`config.mk`:
```
export PLATFORM = sky130hd
export DESIGN_NAME = ext_event_stamp
export DESIGN_NICKNAME = d
export VERILOG_FILES = /design/src/rtl/evs_pkg.sv /design/src/rtl/evs_pin_mux.sv /design/src/rtl/evs_sync_edge.sv /design/src/rtl/evs_capture.sv /design/src/rtl/ext_event_stamp.sv
export SDC_FILE = /design/constraint.sdc
export NUM_CORES = 1
export LEC_CHECK = 0
export ABC_AREA = 0
export BUFFER_PORTS_ARGS = -buffer_cell sky130_fd_sc_hd__buf_4
export CAP_MARGIN = 30
export CORE_ASPECT_RATIO = 0.8
export CORE_MARGIN = 2
export CORE_UTILIZATION = 46
export CTS_CLUSTER_DIAMETER = 50
export DETAILED_ROUTE_END_ITERATION = 8
export PLACE_DENSITY = 0.81
export SKIP_CTS_REPAIR_TIMING = 1
export SLEW_MARGIN = 5
export SYNTH_ARGS = -nofsm -noshare
export SYNTH_HDL_FRONTEND = slang
export SYNTH_SLANG_ARGS = --single-unit
```
`constraint.sdc`:
```
create_clock -name clk -period 1.9 [get_ports clk]
set_clock_uncertainty 0.1 [all_clocks]
set_input_delay 0.095 -clock clk [delete_from_list [all_inputs] [get_ports clk]]
set_output_delay 0.095 -clock clk [all_outputs]
set_load 0.005 [all_outputs]
```
`src/rtl/evs_pkg.sv`:
```
package evs_pkg;

    typedef enum logic {
        EDGE_RISE = 1'b0,
        EDGE_FALL = 1'b1
    } edge_pol_e;

endpackage

```
`src/rtl/evs_pin_mux.sv`:
```
module evs_pin_mux #(
    parameter int NUM_PINS = 64,
    parameter int SEL_W    = 6
) (
    input  logic [NUM_PINS-1:0] pins_i,
    input  logic [SEL_W-1:0]    sel_i,
    output logic                pin_o
);

    // Selector values beyond the pin count read as a quiet low input.
    always_comb begin
        pin_o = 1'b0;
        for (int i = 0; i < NUM_PINS; i++) begin
            if (sel_i == SEL_W'(i)) begin
                pin_o = pins_i[i];
            end
        end
    end

endmodule

```
`src/rtl/evs_sync_edge.sv`:
```
module evs_sync_edge #(
    parameter int STAGES = 2
) (
    input  logic clk,
    input  logic rst_n,
    input  logic din_i,
    input  logic rearm_i,
    output logic rise_o,
    output logic fall_o
);

    localparam int CNT_W = $clog2(STAGES + 2);

    typedef struct packed {
        logic [STAGES-1:0] chain;
        logic              prev;
        logic [CNT_W-1:0]  blank;
    } sync_st_t;

    sync_st_t st_d, st_q;
    logic     armed;

    always_comb begin
        st_d       = st_q;
        st_d.chain = {st_q.chain[STAGES-2:0], din_i};
        st_d.prev  = st_q.chain[STAGES-1];
        if (rearm_i) begin
            st_d.blank = CNT_W'(STAGES);
        end else if (st_q.blank != '0) begin
            st_d.blank = st_q.blank - 1'b1;
        end
        armed  = (st_q.blank == '0) && !rearm_i;
        rise_o = armed &&  st_q.chain[STAGES-1] && !st_q.prev;
        fall_o = armed && !st_q.chain[STAGES-1] &&  st_q.prev;
    end

    // Blank one cycle beyond the chain depth after reset so that a pin
    // already high at release is not mistaken for a rising edge.
    always_ff @(posedge clk) begin
        if (!rst_n) begin
            st_q <= '{chain: '0, prev: 1'b0, blank: CNT_W'(STAGES + 1)};
        end else begin
            st_q <= st_d;
        end
    end

endmodule

```
`src/rtl/evs_capture.sv`:
```
module evs_capture
    import evs_pkg::*;
#(
    parameter int SEC_W = 32,
    parameter int NS_W  = 32
) (
    input  logic                  clk,
    input  logic                  rst_n,
    input  logic                  en_i,
    input  logic                  edge_fall_i,
    input  logic                  rise_i,
    input  logic                  fall_i,
    input  logic                  rd_i,
    input  logic [SEC_W-1:0]      sec_i,
    input  logic [NS_W-1:0]       nsec_i,
    output logic [SEC_W+NS_W-1:0] stamp_o,
    output logic                  valid_o,
    output logic                  ovf_o
);

    localparam int STAMP_W = SEC_W + NS_W;

    typedef struct packed {
        logic [STAMP_W-1:0] stamp;
        logic               valid;
        logic               ovf;
    } cap_st_t;

    cap_st_t   cap_d, cap_q;
    edge_pol_e pol;
    logic      fire;

    always_comb begin
        pol   = edge_pol_e'(edge_fall_i);
        fire  = en_i && ((pol == EDGE_FALL) ? fall_i : rise_i);
        cap_d = cap_q;
        cap_d.valid = fire || (cap_q.valid && !rd_i);
        if (fire) begin
            cap_d.stamp = {sec_i, nsec_i};
            cap_d.ovf   = cap_q.valid && !rd_i;
        end else begin
            cap_d.ovf   = cap_q.ovf && !rd_i;
        end
    end

    always_ff @(posedge clk) begin
        if (!rst_n) begin
            cap_q <= '0;
        end else begin
            cap_q <= cap_d;
        end
    end

    assign stamp_o = cap_q.stamp;
    assign valid_o = cap_q.valid;
    assign ovf_o   = cap_q.ovf;

endmodule

```
`src/rtl/ext_event_stamp.sv`:
```
module ext_event_stamp #(
    parameter int  NUM_PINS    = 64,
    parameter int  SEC_W       = 32,
    parameter int  NS_W        = 32,
    parameter int  SYNC_STAGES = 2,
    localparam int SEL_W       = (NUM_PINS > 1) ? $clog2(NUM_PINS) : 1
) (
    input  logic                  clk,
    input  logic                  rst_n,
    input  logic [SEC_W-1:0]      sec_i,
    input  logic [NS_W-1:0]       nsec_i,
    input  logic [NUM_PINS-1:0]   pins_i,
    input  logic                  cap_en_i,
    input  logic                  edge_fall_i,
    input  logic [SEL_W-1:0]      sel_i,
    input  logic                  rd_i,
    output logic [SEC_W+NS_W-1:0] stamp_o,
    output logic                  valid_o,
    output logic                  ovf_o
);

    typedef struct packed {
        logic [SEL_W-1:0] sel;
    } top_st_t;

    top_st_t top_d, top_q;
    logic    pin_sel;
    logic    rearm;
    logic    edge_rise;
    logic    edge_fall;

    always_comb begin
        top_d     = top_q;
        top_d.sel = sel_i;
        rearm     = (sel_i != top_q.sel);
    end

    always_ff @(posedge clk) begin
        if (!rst_n) begin
            top_q <= '0;
        end else begin
            top_q <= top_d;
        end
    end

    evs_pin_mux #(
        .NUM_PINS (NUM_PINS),
        .SEL_W    (SEL_W)
    ) i_pin_mux (
        .pins_i (pins_i),
        .sel_i  (sel_i),
        .pin_o  (pin_sel)
    );

    evs_sync_edge #(
        .STAGES (SYNC_STAGES)
    ) i_sync_edge (
        .clk     (clk),
        .rst_n   (rst_n),
        .din_i   (pin_sel),
        .rearm_i (rearm),
        .rise_o  (edge_rise),
        .fall_o  (edge_fall)
    );

    evs_capture #(
        .SEC_W (SEC_W),
        .NS_W  (NS_W)
    ) i_capture (
        .clk         (clk),
        .rst_n       (rst_n),
        .en_i        (cap_en_i),
        .edge_fall_i (edge_fall_i),
        .rise_i      (edge_rise),
        .fall_i      (edge_fall),
        .rd_i        (rd_i),
        .sec_i       (sec_i),
        .nsec_i      (nsec_i),
        .stamp_o     (stamp_o),
        .valid_o     (valid_o),
        .ovf_o       (ovf_o)
    );

endmodule

```
==> results.py <==
metrics = {
    "outcome": {
        "status": "finished with violations",
        "violations": "negative setup slack",
    },
    "route": {
        "drc": 0,
        "wire_per_inst_um": 17.16,
        "via_per_inst": 5.182,
        "vias": 4203,
        "first_iter_violations": 252,
        "ant_nets": 0,
        "drtPass1Iterations": 6,
        "routed_wl_um": 13920,
    },
    "synthesis": {
        "synthFlopType": "dfxtp_1",
        "yosysTopAreaCell": "dfxtp_1",
        "syn-num-nets": 552,
        "synth_edf_count": 0,
        "ys_ff_latch": 77,
        "synth_cell_types": 54,
        "ys_warn_count": 0,
        "syn_inst": 412,
        "async_reset_ff_frac": 0,
        "syn_area_per_cell_sq_um": 9.509,
        "syn_area_sq_mm": 0.003918,
        "synth.top_cell.area_share": 0.3935,
        "yosysSeqAreaShare": 0.3935,
        "synth_area_leaders": "dfxtp_1 (39%), mux2i_1 (19%), nor2b_1 (11%), mux2_2 (2.0%), a21oi_1 (1.9%)",
    },
    "die": {
        "dieHeight_um": 86.54,
        "core_sq_mm": 0.008371,
        "die_w_um": 107.2,
        "ios": 205,
        "fp-row-count": 30,
        "die-area_sq_mm": 0.009275,
        "initial_utilization": 0.4680,
    },
    "clock_tree": {
        "root_buffer": "clkbuf_8",
        "cts_buffers": 9,
        "htree_levels": 3,
        "cts_tree": "built",
        "clock-sinks": 77,
        "clk_pin_slew_worst_paths_ns": 0.09,
        "insertion_delay_ns": 0.34,
        "cts.path.max_buffers": 2,
    },
    "worst_setup_path": {
        "r2r_end": "i_capture.stamp_o[31]",
        "critPathRequiredTime_ns": 2.03,
        "critPathBufInv": 3,
        "crit_path_end_kind": "flop",
        "crit_path_max_fanout": 17,
        "path_delay_family": "simple AND/OR/NAND/NOR gates",
        "timing.rr.start": "top_q[4]",
        "ff2ff_path_depth": 9,
        "max_stage_delay_ns": 0.33,
        "crit_path_top_delay_cell": "dfxtp_2",
        "crit_chain": "xnor2_2 -> nand4_1 -> nor3_2 -> nand4_1 -> buf_6 -> buf_12 -> buf_12 -> mux2i_1 -> nor2b_1",
        "regToRegSetupSlack_ns": -0.005,
        "critPathArrivalTime_ns": 2.03,
        "crit_path_start_kind": "flop",
        "crit_type": "reg -> reg",
    },
    "sta": {
        "setup_viol_count_final": 1,
        "fin_crit_sh": 1.003,
        "fin_crit_ns": 1.905,
        "maxSlewViolCount": 0,
        "setup_ws_ns": -0.005133,
        "slew_headroom": 0.7108,
        "tightest_slew_ns": 0.4329,
        "finalHoldViolCount": 0,
        "fmax_mhz": 524.9,
    },
    "power_and_ir_drop": {
        "seq_power_share": 0.426,
        "switching_share": 0.2375,
        "power_mw": 3.836,
        "comb_power_share": 0.173,
        "p_sw_uw": 911.1,
        "p_leak_nw": 3.364,
        "clkPwrFrac": 0.401,
        "cell_internal_pwr_mw": 2.925,
        "max-vdd-ir-drop_uv": 544.2,
        "power.density_mw_per_mm2": 575.5,
    },
    "global_routing": {
        "grt_pass1_wl_um": 16980,
        "grt_use_total": 0.2300,
        "first_global_vias": 3505,
        "grt_overflow": 0,
        "grt_max_degree": 47,
        "antenna_found_initial": 0,
    },
    "layout": {
        "final_nets": 834,
        "multi_input_area_sq_mm": 0.002181,
        "layout.area.seq_sq_mm": 0.001544,
        "final_area_sq_mm": 0.006665,
        "drive_gt1_frac": 0.3820,
        "area_delta_synth_final_pct": 70.14,
        "antenna_cells": 0,
        "fill_cells": 534,
    },
    "placement": {
        "dp_hpwl_um": 8418,
        "io_buffers": 204,
        "place.gp.congestion": 0.9806,
        "place_area_sq_mm": 0.005593,
        "dpl_worst_slack_ns": 0.02553,
    },
    "worst_hold_path": {
        "whs_path_depth": 2,
        "worst_hold_path_type": "in -> reg",
        "hp-start": "sel_i[2]",
        "worstHoldEndpoint": "top_q[2]",
    },
    "run": {
        "max_cap_violations": 0,
    },
}
[power groups by stage]
stage	registers [mW]	clock network, mW	logic (mW)
final	1.63	1.54	0.665
after global routing	1.63	1.63	0.707
after CTS	1.63	1.55	0.528
after detailed placement	1.67	0	0.525
after global placement	1.67	0	0.521
after floorplan	1.67	0	0.245
[metrics by stage]
stage                     instances  hold slack (ns)  utilization  setup TNS (ns)
after CTS                       734          -0.1626       0.6976               0
after floorplan                 412          0.07115            -               0
after global routing            811          0.01898       0.7963         -0.7477
after detailed placement        718           0.1925       0.6682               0
final                           811          0.02977       0.7963       -0.005133
after global placement          718           0.1811       0.6682        -0.01322
[worst max-delay path by stage]
stage / from / endpoint / depth (start not counted)
2_1_floorplan: sel_i[1] / i_sync_edge.st_d[4] / 9
3_3_place_gp: sel_i[1] / i_sync_edge.st_d[4] / 9
3_5_place_dp: sel_i[1] / i_sync_edge.st_d[4] / 9
4_1_cts: top_q[4] / i_capture.stamp_o[4] / 8
5_1_grt: top_q[4] / i_capture.stamp_o[45] / 9
6_report: top_q[4] / i_capture.stamp_o[31] / 9
[cell usage after synthesis, drive strengths merged, types with 7 or more instances]
cell type / number
clkbuf: 10
dfxtp: 77
mux2: 7
a21oi: 16
nor2: 14
o22ai: 7
buf: 20
o21ai: 17
and2: 8
nor2b: 67
mux2i: 74
inv: 8
nand2: 18
nand2b: 8
[flip-flops by register name, indices dropped and copies added (netlist names)]
| register | flops |
|---|---|
| i_capture.stamp_o | 64 |
| i_sync_edge.st_q | 3 |
| i_capture.ovf_o | 1 |
| top_q | 6 |
| i_capture.valid_o | 1 |
| i_sync_edge.st_d | 2 |
[final cells by class]
type,instances,area share
timing repair buffer,301,0.3786
multi-input combinational,297,0.3272
sequential,77,0.2317
tap,112,0.02102
clock buffer,10,0.01915
clock inverter,6,0.01783
inverter,8,0.004505
[metal layers]
layer | GRT usage | share of wire
met1 | 0.2982 | 0.40
met2 | 0.3809 | 0.51
met3 | 0.06015 | 0.075
met4 | 0.06375 | 0.015
met5 | 0 | 0
[placed cells by master, fill, tap and decap left out, types with 3 or more instances in the layout]
| master | synthesis | final |
|---|---|---|
| o21ai_0 | 13 | 13 |
| nand3_1 | 5 | 5 |
| clkbuf_8 | 0 | 9 |
| o22ai_1 | 7 | 7 |
| xnor2_1 | 6 | 4 |
| nor2_1 | 14 | 14 |
| o21ai_1 | 4 | 4 |
| nand2b_1 | 8 | 8 |
| and2_1 | 8 | 8 |
| clkbuf_16 | 0 | 3 |
| inv_1 | 7 | 7 |
| mux2i_1 | 74 | 73 |
| a21oi_1 | 15 | 15 |
| nand2_1 | 18 | 18 |
| bufinv_16 | 0 | 3 |
| dfxtp_1 | 77 | 75 |
| nor2b_1 | 67 | 67 |
| nor4_1 | 3 | 3 |
| nor3_1 | 4 | 4 |
| mux2_2 | 7 | 7 |
| buf_4 | 7 | 226 |
| dlygate4sd3_1 | 0 | 68 |
| o31ai_1 | 4 | 4 |
| buf_12 | 0 | 3 |
| a21o_1 | 3 | 3 |
[cell families after synthesis]
family                     after synthesis  share of synthesized area
AOI/OAI and AO/OA                       69                     0.1175
xor gates and xnor gates                 8                    0.01789
adders and majority gates                1                   0.003193
buffers and inverters                   38                    0.05461
DFF                                     77                     0.3935
muxes                                   82                     0.2149
and+or+nand+nor                        137                     0.1983
Note: power is estimated with default switching activity, not from simulation.
